File: config.mk
export PLATFORM = sky130hd
export DESIGN_NAME = uart_rx_fe
export DESIGN_NICKNAME = d
export VERILOG_FILES = /design/src/rtl/uart_rx_pkg.sv /design/src/rtl/rx_line_sync.sv /design/src/rtl/rx_bit_sampler.sv /design/src/rtl/rx_frame_fsm.sv /design/src/rtl/rx_status_regs.sv /design/src/rtl/uart_rx_fe.sv
export SDC_FILE = /design/constraint.sdc
export NUM_CORES = 1
export LEC_CHECK = 0
export BUFFER_PORTS_ARGS = -buffer_cell sky130_fd_sc_hd__buf_2
export CORE_ASPECT_RATIO = 1.2
export CORE_MARGIN = 10
export CORE_UTILIZATION = 55
export DETAILED_ROUTE_END_ITERATION = 10
export PLACE_DENSITY = 0.87
export SLEW_MARGIN = 20
export SYNTH_ARGS = -nofsm -noshare
export SYNTH_HDL_FRONTEND = slang
export SYNTH_SLANG_ARGS = --single-unit
File: constraint.sdc
create_clock -name clk -period 3.2 [get_ports clk]
set_input_delay 0.16 -clock clk [delete_from_list [all_inputs] [get_ports clk]]
set_output_delay 0.16 -clock clk [all_outputs]
set_load 0.005 [all_outputs]
File: src/rtl/uart_rx_pkg.sv
package uart_rx_pkg;

    typedef enum logic [1:0] {
        ST_IDLE  = 2'd0,
        ST_START = 2'd1,
        ST_DATA  = 2'd2,
        ST_STOP  = 2'd3
    } rx_state_e;

    typedef struct packed {
        logic early;
        logic centre;
    } samp_s;

    function automatic logic majority3(input logic a, input logic b, input logic c);
        return (a & b) | (a & c) | (b & c);
    endfunction

endpackage

File: src/rtl/rx_line_sync.sv
module rx_line_sync #(
    parameter int STAGES = 2
) (
    input  logic clk,
    input  logic rst_n,
    input  logic din,
    output logic dout
);
    logic [STAGES-1:0] chain_d, chain_q;

    always_comb begin
        chain_d = {chain_q[STAGES-2:0], din};
    end

    always_ff @(posedge clk or negedge rst_n) begin
        if (!rst_n) chain_q <= '1;
        else        chain_q <= chain_d;
    end

    assign dout = chain_q[STAGES-1];
endmodule

File: src/rtl/rx_bit_sampler.sv
module rx_bit_sampler
    import uart_rx_pkg::*;
#(
    parameter int OVERSAMPLE = 16,
    localparam int CW = $clog2(OVERSAMPLE)
) (
    input  logic          clk,
    input  logic          rst_n,
    input  logic          tick,
    input  logic [CW-1:0] cnt,
    input  logic          line,
    output logic          vote,
    output logic          vote_ok
);
    localparam int MID = OVERSAMPLE / 2;
    localparam logic [CW-1:0] PT_EARLY  = CW'(MID - 1);
    localparam logic [CW-1:0] PT_CENTRE = CW'(MID);
    localparam logic [CW-1:0] PT_LATE   = CW'(MID + 1);

    samp_s smp_d, smp_q;

    always_comb begin
        smp_d = smp_q;
        if (tick && cnt == PT_EARLY)  smp_d.early  = line;
        if (tick && cnt == PT_CENTRE) smp_d.centre = line;
        vote_ok = tick && (cnt == PT_LATE);
        vote    = majority3(smp_q.early, smp_q.centre, line);
    end

    always_ff @(posedge clk or negedge rst_n) begin
        if (!rst_n) smp_q <= '{early: 1'b1, centre: 1'b1};
        else        smp_q <= smp_d;
    end
endmodule

File: src/rtl/rx_frame_fsm.sv
module rx_frame_fsm
    import uart_rx_pkg::*;
#(
    parameter int DATA_BITS  = 8,
    parameter int OVERSAMPLE = 16,
    localparam int CW = $clog2(OVERSAMPLE),
    localparam int BW = $clog2(DATA_BITS)
) (
    input  logic                 clk,
    input  logic                 rst_n,
    input  logic                 en,
    input  logic                 tick,
    input  logic                 line,
    input  logic                 vote,
    input  logic                 vote_ok,
    output logic [CW-1:0]        cnt,
    output logic                 done,
    output logic                 stop_bad,
    output logic [DATA_BITS-1:0] shifted
);
    localparam logic [CW-1:0] CNT_LAST = CW'(OVERSAMPLE - 1);
    localparam logic [BW-1:0] BIT_LAST = BW'(DATA_BITS - 1);

    typedef struct packed {
        rx_state_e            state;
        logic [CW-1:0]        cnt;
        logic [BW-1:0]        bit_idx;
        logic [DATA_BITS-1:0] shreg;
    } fsm_s;

    fsm_s f_d, f_q;

    always_comb begin
        f_d      = f_q;
        done     = 1'b0;
        stop_bad = 1'b0;
        if (!en) begin
            f_d.state = ST_IDLE;
            f_d.cnt   = '0;
        end else if (tick) begin
            if (f_q.state == ST_IDLE) begin
                if (!line) begin
                    f_d.state = ST_START;
                    f_d.cnt   = '0;
                end
            end else begin
                f_d.cnt = f_q.cnt + 1'b1;
                if (f_q.cnt == CNT_LAST) begin
                    if (f_q.state == ST_START) begin
                        f_d.state   = ST_DATA;
                        f_d.bit_idx = '0;
                    end else if (f_q.state == ST_DATA) begin
                        if (f_q.bit_idx == BIT_LAST) f_d.state = ST_STOP;
                        else f_d.bit_idx = f_q.bit_idx + 1'b1;
                    end
                end
                if (vote_ok) begin
                    unique case (f_q.state)
                        ST_START: if (vote) f_d.state = ST_IDLE;
                        ST_DATA:  f_d.shreg = {vote, f_q.shreg[DATA_BITS-1:1]};
                        ST_STOP: begin
                            done      = 1'b1;
                            stop_bad  = !vote;
                            f_d.state = ST_IDLE;
                        end
                        default: ;
                    endcase
                end
            end
        end
    end

    always_ff @(posedge clk or negedge rst_n) begin
        if (!rst_n) f_q <= '{state: ST_IDLE, cnt: '0, bit_idx: '0, shreg: '0};
        else        f_q <= f_d;
    end

    assign cnt     = f_q.cnt;
    assign shifted = f_q.shreg;
endmodule

File: src/rtl/rx_status_regs.sv
module rx_status_regs #(
    parameter int DATA_BITS = 8
) (
    input  logic                 clk,
    input  logic                 rst_n,
    input  logic                 done,
    input  logic                 stop_bad,
    input  logic [DATA_BITS-1:0] shifted,
    input  logic                 stat_rd,
    input  logic                 data_rd,
    output logic [DATA_BITS-1:0] data,
    output logic                 ready,
    output logic                 ferr
);
    typedef struct packed {
        logic [DATA_BITS-1:0] data;
        logic                 ready;
        logic                 ferr;
        logic                 armed;
    } stat_s;

    stat_s s_d, s_q;

    always_comb begin
        s_d = s_q;
        if (data_rd && s_q.armed) begin
            s_d.ready = 1'b0;
            s_d.ferr  = 1'b0;
        end
        if (stat_rd)      s_d.armed = 1'b1;
        else if (data_rd) s_d.armed = 1'b0;
        if (done) begin
            s_d.data  = shifted;
            s_d.ready = 1'b1;
            s_d.ferr  = s_d.ferr | stop_bad;
        end
    end

    always_ff @(posedge clk or negedge rst_n) begin
        if (!rst_n) s_q <= '{data: '0, ready: 1'b0, ferr: 1'b0, armed: 1'b0};
        else        s_q <= s_d;
    end

    assign data  = s_q.data;
    assign ready = s_q.ready;
    assign ferr  = s_q.ferr;
endmodule

File: src/rtl/uart_rx_fe.sv
module uart_rx_fe #(
    parameter int DATA_BITS   = 8,
    parameter int OVERSAMPLE  = 16,
    parameter int SYNC_STAGES = 2
) (
    input  logic                 clk,
    input  logic                 rst_n,
    input  logic                 en,
    input  logic                 os_tick,
    input  logic                 rxd,
    input  logic                 stat_rd,
    input  logic                 data_rd,
    output logic [DATA_BITS-1:0] rx_byte,
    output logic                 rx_ready,
    output logic                 frame_err,
    output logic                 irq
);
    localparam int CW = $clog2(OVERSAMPLE);

    logic                 line_s;
    logic [CW-1:0]        cnt;
    logic                 vote, vote_ok;
    logic                 done, stop_bad;
    logic [DATA_BITS-1:0] shifted;

    rx_line_sync #(.STAGES(SYNC_STAGES)) u_sync (
        .clk(clk), .rst_n(rst_n), .din(rxd), .dout(line_s)
    );

    rx_bit_sampler #(.OVERSAMPLE(OVERSAMPLE)) u_samp (
        .clk(clk), .rst_n(rst_n), .tick(os_tick), .cnt(cnt),
        .line(line_s), .vote(vote), .vote_ok(vote_ok)
    );

    rx_frame_fsm #(.DATA_BITS(DATA_BITS), .OVERSAMPLE(OVERSAMPLE)) u_fsm (
        .clk(clk), .rst_n(rst_n), .en(en), .tick(os_tick), .line(line_s),
        .vote(vote), .vote_ok(vote_ok), .cnt(cnt), .done(done),
        .stop_bad(stop_bad), .shifted(shifted)
    );

    rx_status_regs #(.DATA_BITS(DATA_BITS)) u_stat (
        .clk(clk), .rst_n(rst_n), .done(done), .stop_bad(stop_bad),
        .shifted(shifted), .stat_rd(stat_rd), .data_rd(data_rd),
        .data(rx_byte), .ready(rx_ready), .ferr(frame_err)
    );

    assign irq = rx_ready;
endmodule

==> results of run 1 <==
-- registers in the layout, indices dropped and copies added (netlist names) --
signal / count
u_samp.smp_q: 2
u_fsm.f_q: 5
u_stat.s_q: 1
u_fsm.cnt: 4
u_stat.ferr: 1
u_stat.ready: 1
u_sync.chain_q: 2
u_stat.data: 8
u_fsm.shifted: 8
-- final cells by class --
cell class              instances  area (sq um)
clock buffers                   8          68.8
fillers                       226          1050
repair buffers                 20           115
inverters                       6          22.5
multi-input cells              80           703
well taps                      34          42.5
flip-flops and latches         32           806
-- logic make-up after synthesis --
| logic type | Yosys count |
|---|---|
| AND/OR/NAND/NOR | 29 |
| buffers and inverters | 18 |
| adder cells (fa/ha/maj) | 10 |
| flip-flops | 32 |
| multiplexers | 20 |
| AO/OA/AOI/OAI | 21 |
-- cells in the mapped netlist, drive strengths merged, types with 2 or more instances --
cell type,instances
dfrtp,28
a311oi,2
a41oi,4
and2,3
mux2,19
a21bo,2
dfstp,4
ha,9
o2bb2ai,3
nor2,2
buf,12
nand2,8
nor2b,3
inv,6
a21oi,2
nand3,4
o21ai,3
-- what timing repair did --
action	CTS	global route
hold buffers	3	0
endpoints found under the hold margin	30	0
buffers inserted	0	0
-- power breakdown --
| group | leakage [nW] | switching (mW) | internal [mW] | total, mW |
|---|---|---|---|---|
| combinational | 0.415 | 0.0257 | 0.0170 | 0.0427 |
| sequential | 0.429 | 0.00372 | 0.410 | 0.414 |
| clock | 0.0386 | 0.135 | 0.129 | 0.264 |
-- metrics by stage --
stage	cell area [sq um]	setup WS [ps]
2_1_floorplan	1630	1660
3_3_place_gp	1660	1590
3_5_place_dp	1660	1500
4_1_cts	1760	1480
5_1_grt	1760	1390
6_report	1760	1510
-- cells in the final DEF, fill, tap and decap left out, drive strengths merged, types with 4 or more instances in the layout --
| cell type | Yosys | final |
|---|---|---|
| dfrtp | 28 | 28 |
| mux2 | 19 | 19 |
| buf | 12 | 17 |
| ha | 9 | 9 |
| nand2 | 8 | 8 |
| clkbuf | 0 | 8 |
| inv | 6 | 6 |
| a41oi | 4 | 4 |
| dfstp | 4 | 4 |
| nand3 | 4 | 4 |
-- per-layer routing --
layer  vias to the layer above  part of all wire, %  global-route usage, %
met4                         0                  2.2                   6.13
met2                        36                   50                   18.4
met1                       503                   41                   10.3
met3                         8                  7.5                   5.47
li1                        489                    -                      -
met5                         -                    0                      0
-- worst min-delay path by stage --
stage | startpoint | endpoint | depth (start not counted)
2_1_floorplan | rst_n | u_fsm.cnt[0] | 0
3_3_place_gp | rst_n | u_stat.data[0] | 1
3_5_place_dp | rst_n | u_stat.data[1] | 1
4_1_cts | data_rd | u_stat.s_q[0] | 3
5_1_grt | data_rd | u_stat.s_q[0] | 3
6_report | data_rd | u_stat.s_q[0] | 3
-- worst min-delay path: stages --
cell and delay [ps]:
sky130_fd_sc_hd__buf_2 100, sky130_fd_sc_hd__inv_1 50, sky130_fd_sc_hd__a21o_1 110
==> results summary, run 1 <==
The run finished with clean final reports. The portion of netlist area occupied by mux cells came out at 13.8%. The maximum resistive drop on vdd is 0.358 mV.

Of the cells placed in the final design, the portion with a size suffix greater than 1 is 37.0%. Walking the worst path, the cells encountered are inv_1 -> ha_1 -> and2b_1 -> nand3_4 -> mux2_2. The transition time of the tightest slew-check pin came out at 711 ps. The share of synthesized area occupied by flip-flops and latches is 49.5%. The synthesized design contains 32 register bits. The CTS clock-pin slew for the worst setup and hold paths came out at 100 ps.

The count of pins over their slew limit is 0. The area fraction in and, or, nand and nor cells after synthesis is 11.8%. The antenna diode count came out at 0. Clock tree synthesis found a total of 32 sinks. The placed cell count came out at 169. The synthesized design spends more area on one cell type than any other, namely sky130_fd_sc_hd__dfrtp_1.

The post-detailed-route wirelength per cell is 15.8 um. The endpoint identified for the worst register-to-register timing path is u_stat.data[4]. The detail-routed via count per cell is 5.76.

For the finished layout, the period the worst path requires is 1690 ps. TritonCTS built the clock tree. In the synthesized netlist the dominant register cell turns out to be sky130_fd_sc_hd__dfrtp_1. The number of cells on the critical path came out at 5.

The fraction of synthesized cell area in xor and xnor cells is 0%. The number of antenna violations at the first check in global routing came out at 0. The placer congestion estimate is 0.853.

Tracing the worst setup path back leads to its startpoint at u_fsm.f_q[15]. By area the synthesized netlist is led by sky130_fd_sc_hd__dfrtp_1, sky130_fd_sc_hd__mux2_2, sky130_fd_sc_hd__ha_1. The number of iterations in the first detailed-routing pass came out at 4. The maximum number of pins on one net before global-route repair is 33. The top-level port count came out at 18. Compared with the post-synthesis result, the final layout area differs by 8.08%. The cell area after synthesis came out at 0.00163 sq mm.

The share of flip-flops with an asynchronous set or reset came out at 100%. The count of cells in the finished layout, fillers not included, comes to 180. The setup skew after layout came out at 6.13 ps. Together, buffers and inverters on the worst path number 1. The mean post-synth cell area is 12.5 sq um. The largest buffer count on any clock path came out at 2. The worst hold path belongs to the class in -> reg. The total routed wirelength came out at 2.84 mm. The net count of the finished layout is 161. Clock tree synthesis selected as its root buffer the cell sky130_fd_sc_hd__clkbuf_4. Following the worst setup path forward leads to its endpoint at u_stat.data[4].

The largest driver fanout on the critical path came out at 10. Setup repair after global routing left no endpoint under its margin. The number of synthesis warnings is 0.

The critical path start-end classification is reg -> reg. The adder-cell share of the synthesized area is 7.62%. The setup-violating endpoint count in the final report is 0. The register-to-register path setup slack came out at 1510 ps. The total area inside the core boundary comes to 0.00281 sq mm. The DRC violation count after routing came out at 0. The die covers 0.00554 sq mm.

The number of standard-cell rows in the floorplan is 21. The kind of cell with the highest combined delay along the critical path is simple AND/OR/NAND/NOR gates. The sum of internal, switching and leakage power is 0.720 mW. The detailed-placement wirelength estimate is 2.08 mm.

The horizontal die dimension came out at 69.6 um. For this configuration, the core starts out at a cell density of 57.9%. The hold violation total from the final report is 0. The worst setup path is captured at a flop. Measured against its own limit, the worst slew margin works out to 52.6%. Of the available clock period, the critical path in the final layout requires 52.9%. The number of nets produced by synthesis came out at 146.

The final worst hold slack is 113 ps. Summed over all layers, the global routing overflow is 0. By area, the combinational part of the netlist is dominated by multiplexers. The number of nets still failing antenna checks after routing is 0. Data on the critical path arrives at its endpoint at 1920 ps. The fraction of post-synthesis cell area in the top cell type by area came out at 43.1%.

The maximum level of the CTS H-tree is 2. The fraction of the core area covered by cells at the end of the flow came out at 62.5%. The upper clock frequency limit is 0.591 GHz. The startpoint identified for the worst register-to-register timing path is u_fsm.f_q[15]. The post-cts sizing count came out at 0. The number of distinct library cells after synthesis is 36.

The violation count after the first detailed-routing iteration came out at 42. The global-route wire length before repair is 4.79 mm. The startpoint type of the worst setup path is a flop. The number of global-route vias before repair came to 1083. The setup TNS came out at 0 ps. The critical path's largest stage delay came out at 430 ps. The max-capacitance violation count came out at 0. The number of buffers inserted by port buffering is 17. At the later pin of the worst-skew pair, clock insertion delay measures 340 ps. The leakage power figure is 0.882 nW. The power density over cell area is 410 mW/mm^2. The number of cells on the worst reg-to-reg path is 5. The number of buffers added by the clock tree synthesis step is 5. The instance count of the mapped netlist came out at 130. The total number of vias came out at 1036. The worst path required time came out at 3430 ps. The slowest cell on the critical path is sky130_fd_sc_hd__dfrtp_1. The die span in y is 79.6 um. The synthesized design contains 0 enable-type register cells.

The synthesized-area fraction occupied by ao, oa, aoi and oai cells is 10.1%. Global routing used 10.7% of the available tracks across all layers.
(Power assumes the default switching activity.)
==> run 2: changes to the inputs <==
clock period = 1.58 ns   (was 3.2 ns; I/O delays follow)
==> results summary, run 2 (synthesis gave the netlist of run 1 again) <==
The area of all placed cells without fillers came out at 0.00192 sq mm (+9.1%). The area occupied by registers is 807 sq um (+0.16%). Setup repair after global routing could not meet its margin everywhere. The hold violation total from the final report is 0 (unchanged). The worst setup path is captured at a flop. The floorplan core area is 0.00281 sq mm (unchanged). The setup TNS came out at -1.04 ps (-1.04 ps).

The DRC violation count after routing is 0 (unchanged). The number of nets still failing antenna checks after routing came to 0 (unchanged). The number of global-route vias before repair is 1137 (+5.0%). The post-placement worst setup slack came out at -71.6 ps (-1570 ps). The multi-input logic area is 774 sq um (+10%). STA classifies the critical path startpoint as a flop.

The effective utilization at floorplan is 57.9% (unchanged). The data arrival time at the worst-slack endpoint came out at 1810 ps (-110 ps). The clock net sink count came out at 32 (unchanged). The cell count of the worst hold path is 3 (unchanged).

The total routed wirelength is 3.20 mm (+13%). The maximum number of pins on one net before global-route repair was 33 (unchanged). The number of buffers added by the clock tree synthesis step was 5 (unchanged). The total number of vias is 1109 (+7.0%). The die span in y is 79.6 um (unchanged). The largest buffer count on any clock path is 2 (unchanged). The clock tree from TritonCTS is yes. The placement-stage cell area is 0.00174 sq mm (+5.0%).

The global-route wire length before repair is 5.39 mm (+13%). The max-capacitance violation count came out at 0 (unchanged). The clock insertion delay at the later pin of the skew report is 340 ps (about the same). The timing startpoint of the critical path is u_fsm.cnt[1]. The flow ran to the end, but the final reports show violations. The die area is 0.00554 sq mm (unchanged). The clock root buffer is sky130_fd_sc_hd__clkbuf_4. The number of buffers inserted by port buffering came to 17 (unchanged).

Leaving out fill and tap cells, the most frequent cells in the layout are sky130_fd_sc_hd__dfrtp_1, sky130_fd_sc_hd__mux2_2, sky130_fd_sc_hd__buf_2, sky130_fd_sc_hd__buf_4, sky130_fd_sc_hd__nand2_1. The normalized max-slew margin was 53.4% (+0.85 points). The horizontal die dimension came out at 69.6 um (unchanged). From synthesis to final layout, the design area changed by 17.9%. The transition time of the tightest slew-check pin came out at 699 ps (-12.8 ps). The post-detailed-route wirelength per cell came out at 16.5 um (+4.7%). The leakage power figure is 0.938 nW (+6.3%). The worst path required time came to 1800 ps (-1630 ps). The top-level port count is 18 (unchanged).

The final period utilization came out at 100% (+47 points). The final worst-path setup slack came out at -1.04 ps (-1510 ps). The maximum resistive drop on vdd came out at 0.679 mV (+90%).

The number of antenna violations at the first check in global routing came out at 0 (unchanged). The sum of internal, switching and leakage power came out at 1.44 mW (+100%). The detailed-placement wirelength estimate was 2.30 mm (+11%). The power density over cell area is 750 mW/mm^2 (+83%).

The post-route minimum period came out at 1580 ps (-112 ps). The violation count after the first detailed-routing iteration was 78 (+86%). The number of standard-cell rows in the floorplan is 21 (unchanged).

The upper clock frequency limit is 0.632 GHz (+7.1%). The worst hold path belongs to the class in -> reg. The setup-violating endpoint count in the final report is 1 (+1). The count of pins over their slew limit came out at 0 (unchanged). The fraction of the core area covered by cells at the end of the flow came to 68.2% (+5.7 points). The placer congestion estimate came out at 0.856 (+0.35%). The number of cells on the worst reg-to-reg path came out at 5 (unchanged). The most common library cell in the layout ignoring fill and taps is sky130_fd_sc_hd__dfrtp_1. The number of iterations in the first detailed-routing pass came out at 4 (unchanged). The detail-routed via count per cell was 5.72 (-0.68%). The remaining global-route overflow came to 0 (unchanged). The share of cells above drive strength 1 came out at 50.0% (+13 points). The number of nets in the layout is 175 (+8.7%). The worst hold path begins at data_rd.

The setup path with the least slack is of type reg -> reg. The total routing resource utilization after global routing is 12.2% (+1.5 points). The largest driver fanout on the critical path is 8 (-2).

The antenna diode count is 0 (unchanged). The setup skew after layout came out at 7.41 ps (+1.28 ps). The CTS clock-pin slew for the worst setup and hold paths came out at 90 ps (about the same). The maximum level of the CTS H-tree came out at 2 (unchanged). The filler cell count is 204 (-9.7%).

The launch point of the worst reg-to-reg path is u_fsm.cnt[1]. The final reports fail on negative setup slack.
run 2: cell types whose count changed in the layout (fill, tap and decap cells not counted), moves of 2 or more:
cell / previous run / this run
sky130_fd_sc_hd__a311oi_1: 2 / 0
sky130_fd_sc_hd__a311oi_2: 0 / 2
sky130_fd_sc_hd__buf_4: 0 / 13
sky130_fd_sc_hd__ha_1: 9 / 4
sky130_fd_sc_hd__ha_2: 0 / 3
sky130_fd_sc_hd__ha_4: 0 / 2
sky130_fd_sc_hd__inv_1: 6 / 4
sky130_fd_sc_hd__inv_2: 0 / 2
run 2: metrics by stage:
stage / hold slack (ps) / cells
floorplan: -217 / 130
global placement: 149 / 180
detailed placement: 156 / 180
CTS: 22.3 / 193
global route: 33.4 / 194
finish: 31.1 / 194
run 2: power breakdown:
part | total, mW | internal, mW | switching (mW)
combinational | 0.120 | 0.0554 | 0.0646
clock | 0.479 | 0.219 | 0.260
sequential | 0.839 | 0.831 | 0.00828
run 2: area by class of cell:
cell class | instances | share of cell area (%)
clock buffers | 8 | 3.07
inverters | 6 | 1.17
multi-input cells | 81 | 40.4
flip-flops and latches | 32 | 42.1
well taps | 34 | 2.22
repair buffers | 33 | 11.1
run 2: path summary, 6_finish.rpt:
check	end	slack [ps]
min in group asynchronous	u_fsm.shifted[1]	320
setup / recovery	u_fsm.shifted[1]	-1
max in group asynchronous	u_fsm.cnt[0]	770
hold / removal	u_stat.s_q[0]	30
hold reg to reg	u_sync.chain_q[1]	360
setup reg to reg	u_fsm.shifted[1]	-1
run 2: per-layer routing:
layer  vias up  GRT usage [%]  wire length (um)
li1        530              -                 -
met5         -              0                 0
met4         0           7.31               128
met3        15           5.10               182
met1       537           11.3              1240
met2        27           22.0              1650
run 2: worst max-delay path: stages (launching register included):
cell and delay, ps:
sky130_fd_sc_hd__dfrtp_1 410, sky130_fd_sc_hd__inv_2 100, sky130_fd_sc_hd__ha_4 130, sky130_fd_sc_hd__and4b_2 350, sky130_fd_sc_hd__nand3_4 160, sky130_fd_sc_hd__mux2_4 330
run 2: what timing repair did:
item	CTS	global route
endpoints found under the setup margin	18	22
cloned	1	0
pin swaps	2	3
gates resized for setup	6	12
hold buffers	3	0
setup buffers	1	1
endpoints found under the hold margin	30	0
